## config.mk

```make
export PLATFORM = sky130hd
export DESIGN_NAME = smi_handshake
export DESIGN_NICKNAME = d
export VERILOG_FILES = /design/src/rtl/smi_handshake.sv
export SDC_FILE = /design/constraint.sdc
export NUM_CORES = 1
export LEC_CHECK = 0
export ABC_AREA = 1
export BUFFER_PORTS_ARGS = -buffer_cell sky130_fd_sc_hd__buf_2
export CORE_AREA = 2 2 39 41
export CTS_CLUSTER_DIAMETER = 100
export DETAILED_ROUTE_END_ITERATION = 7
export DIE_AREA = 0 0 41 43
export SETUP_SLACK_MARGIN = 0.5
export SYNTH_ARGS = -nofsm -noshare
export SYNTH_HDL_FRONTEND = slang
export SYNTH_SLANG_ARGS = --single-unit
```

## constraint.sdc

```tcl
create_clock -name clk -period 1.4 [get_ports clk]
set_input_delay 0.42 -clock clk [delete_from_list [all_inputs] [get_ports clk]]
set_output_delay 0.42 -clock clk [all_outputs]
set_load 0.01 [all_outputs]
```

## src/rtl/smi_handshake.sv

```systemverilog
module smi_handshake (
  input  logic clk,
  input  logic rst_n,
  input  logic smi_pin_in,
  input  logic cfg_async,
  input  logic cfg_smi_en,
  input  logic cfg_region_open,
  input  logic cfg_nmi_en,
  input  logic resume,
  input  logic sw_entry,
  input  logic nmi_in,
  output logic pin_drv,
  output logic pin_oe,
  output logic in_mode,
  output logic sw_flag,
  output logic nmi_pending,
  output logic nmi_fwd
);

  typedef enum logic [1:0] {ST_IDLE, ST_HW, ST_SW, ST_REL} mode_t;

  mode_t st;
  logic  smp1, smp2, smp3;
  logic  armed;
  logic  nmi_hold;

  always_ff @(posedge clk) begin
    if (!rst_n) begin
      smp1 <= 1'b0;
      smp2 <= 1'b0;
      smp3 <= 1'b0;
    end else begin
      smp1 <= ~smi_pin_in;
      smp2 <= smp1;
      smp3 <= smp2;
    end
  end

  wire path_low  = cfg_async ? (smp2 & smp3) : smp1;
  wire path_high = cfg_async ? ~smp2 : ~smp1;
  wire idle      = (st == ST_IDLE);
  wire hw_take   = idle & armed & cfg_smi_en & ~cfg_region_open & path_low;
  wire sw_take   = idle & cfg_smi_en & sw_entry & ~hw_take;

  always_ff @(posedge clk) begin
    if (!rst_n) begin
      st    <= ST_IDLE;
      armed <= 1'b0;
    end else begin
      case (st)
        ST_IDLE: if (hw_take) st <= ST_HW;
                 else if (sw_take) st <= ST_SW;
        ST_HW:   if (resume) st <= ST_REL;
        ST_SW:   if (resume) st <= ST_IDLE;
        default: st <= ST_IDLE;
      endcase
      if (hw_take)
        armed <= 1'b0;
      else if (idle && path_high)
        armed <= 1'b1;
    end
  end

  assign pin_oe  = (st == ST_HW) | (st == ST_REL);
  assign pin_drv = (st == ST_REL);
  assign in_mode = (st == ST_HW) | (st == ST_SW);
  assign sw_flag = (st == ST_SW);

  wire nmi_open = ~in_mode | cfg_nmi_en;

  always_ff @(posedge clk) begin
    if (!rst_n)
      nmi_hold <= 1'b0;
    else if (nmi_open)
      nmi_hold <= 1'b0;
    else if (nmi_in)
      nmi_hold <= 1'b1;
  end

  assign nmi_pending = nmi_hold;
  assign nmi_fwd     = nmi_open & (nmi_in | nmi_hold);

  assert_low_not_released_R3: assert property (@(posedge clk) disable iff (!rst_n)
    (pin_oe && !pin_drv) |=> pin_oe);

  assert_high_one_clock_R4: assert property (@(posedge clk) disable iff (!rst_n)
    (pin_oe && pin_drv) |=> !pin_oe);

  assert_no_reentry_after_pulse_R5: assert property (@(posedge clk) disable iff (!rst_n)
    (pin_oe && pin_drv) |=> !in_mode);

  assert_sw_no_drive_R6: assert property (@(posedge clk) disable iff (!rst_n)
    sw_flag |-> !pin_oe);

  assert_gated_no_entry_R7: assert property (@(posedge clk) disable iff (!rst_n)
    (!in_mode && !pin_oe && (!cfg_smi_en || cfg_region_open)) |=> !(pin_oe && !pin_drv));

  assert_nmi_masked_R8: assert property (@(posedge clk) disable iff (!rst_n)
    (in_mode && !cfg_nmi_en) |-> !nmi_fwd);

  assert_nmi_delivered_R8: assert property (@(posedge clk) disable iff (!rst_n)
    (nmi_pending && !in_mode) |-> nmi_fwd);

  assert_nmi_pass_R9: assert property (@(posedge clk) disable iff (!rst_n)
    (nmi_in && (!in_mode || cfg_nmi_en)) |-> nmi_fwd);

endmodule

```

# Word level (Yosys, flattened, before mapping)

Index checks and enable logic that the tools add are counted.

Bits in registers: 7
Bits of input ports: 10
Word-level logic and storage cells: 44

Equality and inequality tests: 6
Multiplexer cells: 7
Bitwise logic cells: 20
Reductions and logical operators: 5

Operators by type and width:

| operator                                                                 | count |
|---|---|
| 1-bit AND                                                                | 9 |
| 2-bit 2-to-1 mux                                                         | 4 |
| 1-bit inverter                                                           | 7 |
| 2-bit one-hot mux with 3 select lines                                    | 1 |
| 2-bit == test (second input constant)                                    | 2 |
| 2-bit inequality test (second input constant)                            | 2 |
| 1-bit bitwise OR                                                         | 4 |
| 2-bit OR reduction                                                       | 2 |
| 3-bit by 1-bit inequality test with 1-bit output (second input constant) | 1 |
| 3-bit AND reduction                                                      | 1 |
| 2-bit by 1-bit == test with 1-bit output (second input constant)         | 1 |
| 2-bit logical NOT                                                        | 1 |
| 1-bit 2-to-1 mux                                                         | 2 |
| 1-bit logical AND                                                        | 1 |

# Logic depth before layout (Yosys ltp)

Word-level depth: 10
Depth in mapped cells: 9

# Worst setup path after synthesis

Ideal clock, no wire load.

Kind: reg-to-output
Start: reg st[0]
End: out nmi_fwd
Data arrival time: 1.027 ns
Setup slack: -0.047 ns
Cell stages (with the launch flop): 6
Path buffers: 0
Cell sequence: dfxtp_1 inv_1 ha_1 inv_1 nor2_1 nor2_1

Cells in the longest elaborated chain, start to end: 5

RTL lines:

| element                                                                   | RTL line | text |
|---|---|---|
| from (decl)                                                               | 22       | `mode_t st;` |
| from (signal assigned)                                                    | 47       | `st <= ST_IDLE;` |
| from (signal assigned)                                                    | 51       | `ST_IDLE: if (hw_take) st <= ST_HW;` |
| from (signal assigned)                                                    | 52       | `else if (sw_take) st <= ST_SW;` |
| 2-bit by 1-bit == test with 1-bit output or 2-bit == test (tied branches) | 66       | `assign in_mode = (st == ST_HW) \| (st == ST_SW);` |
| 1-bit bitwise OR (*)                                                      | 66       |  |
| net in_mode                                                               | 14       | `output logic in_mode,` |
| 1-bit inverter (*)                                                        | 69       | `wire nmi_open = ~in_mode \| cfg_nmi_en;` |
| 1-bit bitwise OR (*)                                                      | 69       |  |
| 1-bit AND (*)                                                             | 81       | `assign nmi_fwd = nmi_open & (nmi_in \| nmi_hold);` |
| to (decl)                                                                 | 17       | `output logic nmi_fwd` |

Mark *: on every way through the listed nets, which the timed path passes. The rest lies on a longest branch.

# Worst setup path after layout

Start: reg st[0]
End: out nmi_fwd

Cells in the longest elaborated chain, start to end: 5

RTL lines:

| element                                                                   | RTL line |
|---|---|
| 2-bit by 1-bit == test with 1-bit output or 2-bit == test (tied branches) | 66 |
| 1-bit bitwise OR (*)                                                      | 66 |
| 1-bit inverter (*)                                                        | 69 |
| 1-bit bitwise OR (*)                                                      | 69 |
| 1-bit AND (*)                                                             | 81 |

Mark *: on every way between the ends. The rest lies on a longest branch, timed or not.

==> reports/summary.txt <==
# clock sinks - 7
multiplexer area fraction after synthesis - 0%
most common cell after layout, fill and taps aside - buf_2
setup violators final - 4
Antenna Nets Post-Route - 0
I/O pin count - 16
port bufs - 15
hold endpoint - smp1
minimum setup slack after placement - 0.0271 ns
number of global-route vias before repair - 324
synth warn - 0
fmax - 622 MHz
RSZ-0062 raised after global routing - true
vias - 429
area of the die - 0.00176 mm^2
DRT Wirelength - 845 um
RR Endpoint - st[0]
Final Hold Slack - 0.327 ns
First DRT Iteration DRCs - 5
Arrival @ worst endpoint - 1.19 ns
Starting Density - 28.7%
Die W - 41 um
core footprint - 0.00138 mm^2
Total GRT Usage - 10.4%
per-cell routed wire length - 8.45 um
Worst setup SP type - register
CP Max Fanout - 4
Adder-Cell Fraction of Synth Area - 12.6%
detailed placement HPWL - 549 um
skew final - 0.00119 ns
worst setup margin - -0.207 ns
Synth Instances - 56
clk root buf - clkbuf_4
first-pass GRT wire length - 1.21 mm
Die Height - 43 um
peak supply drop - 0.884 mV
worst endpoint required time - 0.98 ns
LEAKAGE - 0.371 nW
GP Congestion - 0.700
FF-to-FF path depth - 8
initial antenna violation count - 0
relative slew slack - 86.5%
Num CTS Buffers - 3
Worst-Margin Slew - 0.201 ns
clock transition at the registers of the reported paths - 0.05 ns
First-pass DRT Iterations - 4
Final #Nets - 99
mapped cell area - 397 um^2
post-synthesis compound-gate area fraction - 10.4%
Synth Net Count - 70
Pwr Density - 1860 mW/mm^2
MaxCap Viol Count - 0
synth unique cells - 15
area grow syn2layout - 76.3%
largest net degree at the start of global routing - 7
share of the synthesized area in the top cell type - 35.3%
r2r setup slk - 0.07 ns
WS Path Type - register to primary output
hold_sp - smi_pin_in
HP Class - input pin to register
simple-gate share of the synthesized area - 30.3%
Worst setup EP type - primary output
H-tree depth - 1
final cycle utilization of the critical path - 115%
fraction of layout cells with a size suffix above 1 - 60.7%
largest area contributor in the netlist - dfxtp_1
synthesized area per cell - 7.08 um^2
post-DR vias/cell - 4.29
fill count - 148
commonest cells after routing, fill and taps aside - buf_2 (13), nand2_1 (12), inv_1 (9)
largest family of logic cells by synthesized area - simple AND/OR/NAND/NOR gates
failing checks - setup timing
max-slew violation count - 0
grt total ovfl - 0
Area contributors post-synth - dfxtp_1 (35%), nand2_1 (14%), ha_1 (13%)
CTS tree - yes
Hold Vio Cnt, Final - 0
Seq/Total Area, Yosys - 35.3%
antenna cells - 0
DRC violations left - 0
status - finished, violations left
clk buf depth - 2
xor-xnor portion of the synthesized cell area - 0%
Worst-Skew Late Latency - 0.24 ns
r2r startpoint - st[0]
minimum clock period - 1.61 ns
hold path depth - 2
number of register bits inferred by synthesis - 7
standard-cell rows - 14
==> power breakdown <==
group / internal (mW) / total, mW / switching [mW]
sequential: 0.252 / 0.292 / 0.0399
combinational: 0.474 / 0.840 / 0.365
clock: 0.108 / 0.173 / 0.0645
==> cells in the mapped netlist, drive strengths merged <==
cell / number
nor2: 6
o21ai: 1
nand3: 3
a21oi: 4
o2111ai: 1
nor4: 1
inv: 12
or2: 1
nand2: 16
ha: 4
dfxtp: 7
==> repair_timing <==
action                     in CTS  in global routing
gates cloned                    0                  0
hold buffers                    0                  0
setup buffers                   5                  3
pin swaps                       8                  6
setup endpoints to repair      10                 10
gates resized for setup        12                  9
==> routing by layer <==
metal  GRT usage (%)  part of all wire (%)  routed length, um
met3            3.14                   5.3                 45
met4            8.00                     0                  0
met2            14.7                    51                432
met1            12.3                    43                367
met5               0                     0                  0
==> kinds of logic after synthesis <==
group / count (synthesis)
adders and majority gates: 4
buffers and inverters: 12
and+or+nand+nor: 27
DFF: 7
AOI/OAI and AO/OA: 6
==> flip-flops by register name (all words and copies together) (netlist names) <==
register     flops
st               2
armed            1
nmi_pending      1
smp1             1
smp2             1
smp3             1
==> how the worst max path moves through the flow <==
stage,startpoint,to,cells past startpoint,slack [ns]
6_report,st[0],nmi_fwd,6,-0.21
5_1_grt,st[0],nmi_fwd,6,-0.27
4_1_cts,st[0],nmi_fwd,6,-0.24
3_5_place_dp,st[0],nmi_fwd,6,0.03
3_3_place_gp,st[0],nmi_fwd,6,0.03
2_1_floorplan,st[1],nmi_fwd,5,0.13
==> stage by stage <==
stage	power (mW)	util, %	cells	setup TNS, ns	area (um^2)
finish	1.30	50.5	100	-0.527	699
global route	1.42	50.5	100	-0.740	699
CTS	1.20	46.9	97	-0.641	649
detailed placement	0.784	38.1	88	0	527
global placement	0.777	38.1	88	0	527
floorplan	0.665	-	56	0	424
==> worst max-delay path, cell delays in order, from the launching register on <==
cell and delay (ns):
dfxtp_4 0.37, inv_4 0.04, ha_4 0.27, inv_4 0.04, nor2_4 0.07, nor2_2 0.04, buf_2 0.13
==> cell type report <==
type | instances | area (um^2) | area share [%]
Multi-Input combinational cell | 37 | 285 | 40.8
Timing Repair Buffer | 24 | 166 | 23.8
Clock buffer | 4 | 26.3 | 3.76
Tap cell | 16 | 20.0 | 2.86
Inverter | 12 | 52.6 | 7.51
Sequential cell | 7 | 149 | 21.3
Power figures use the tool's default switching activity.
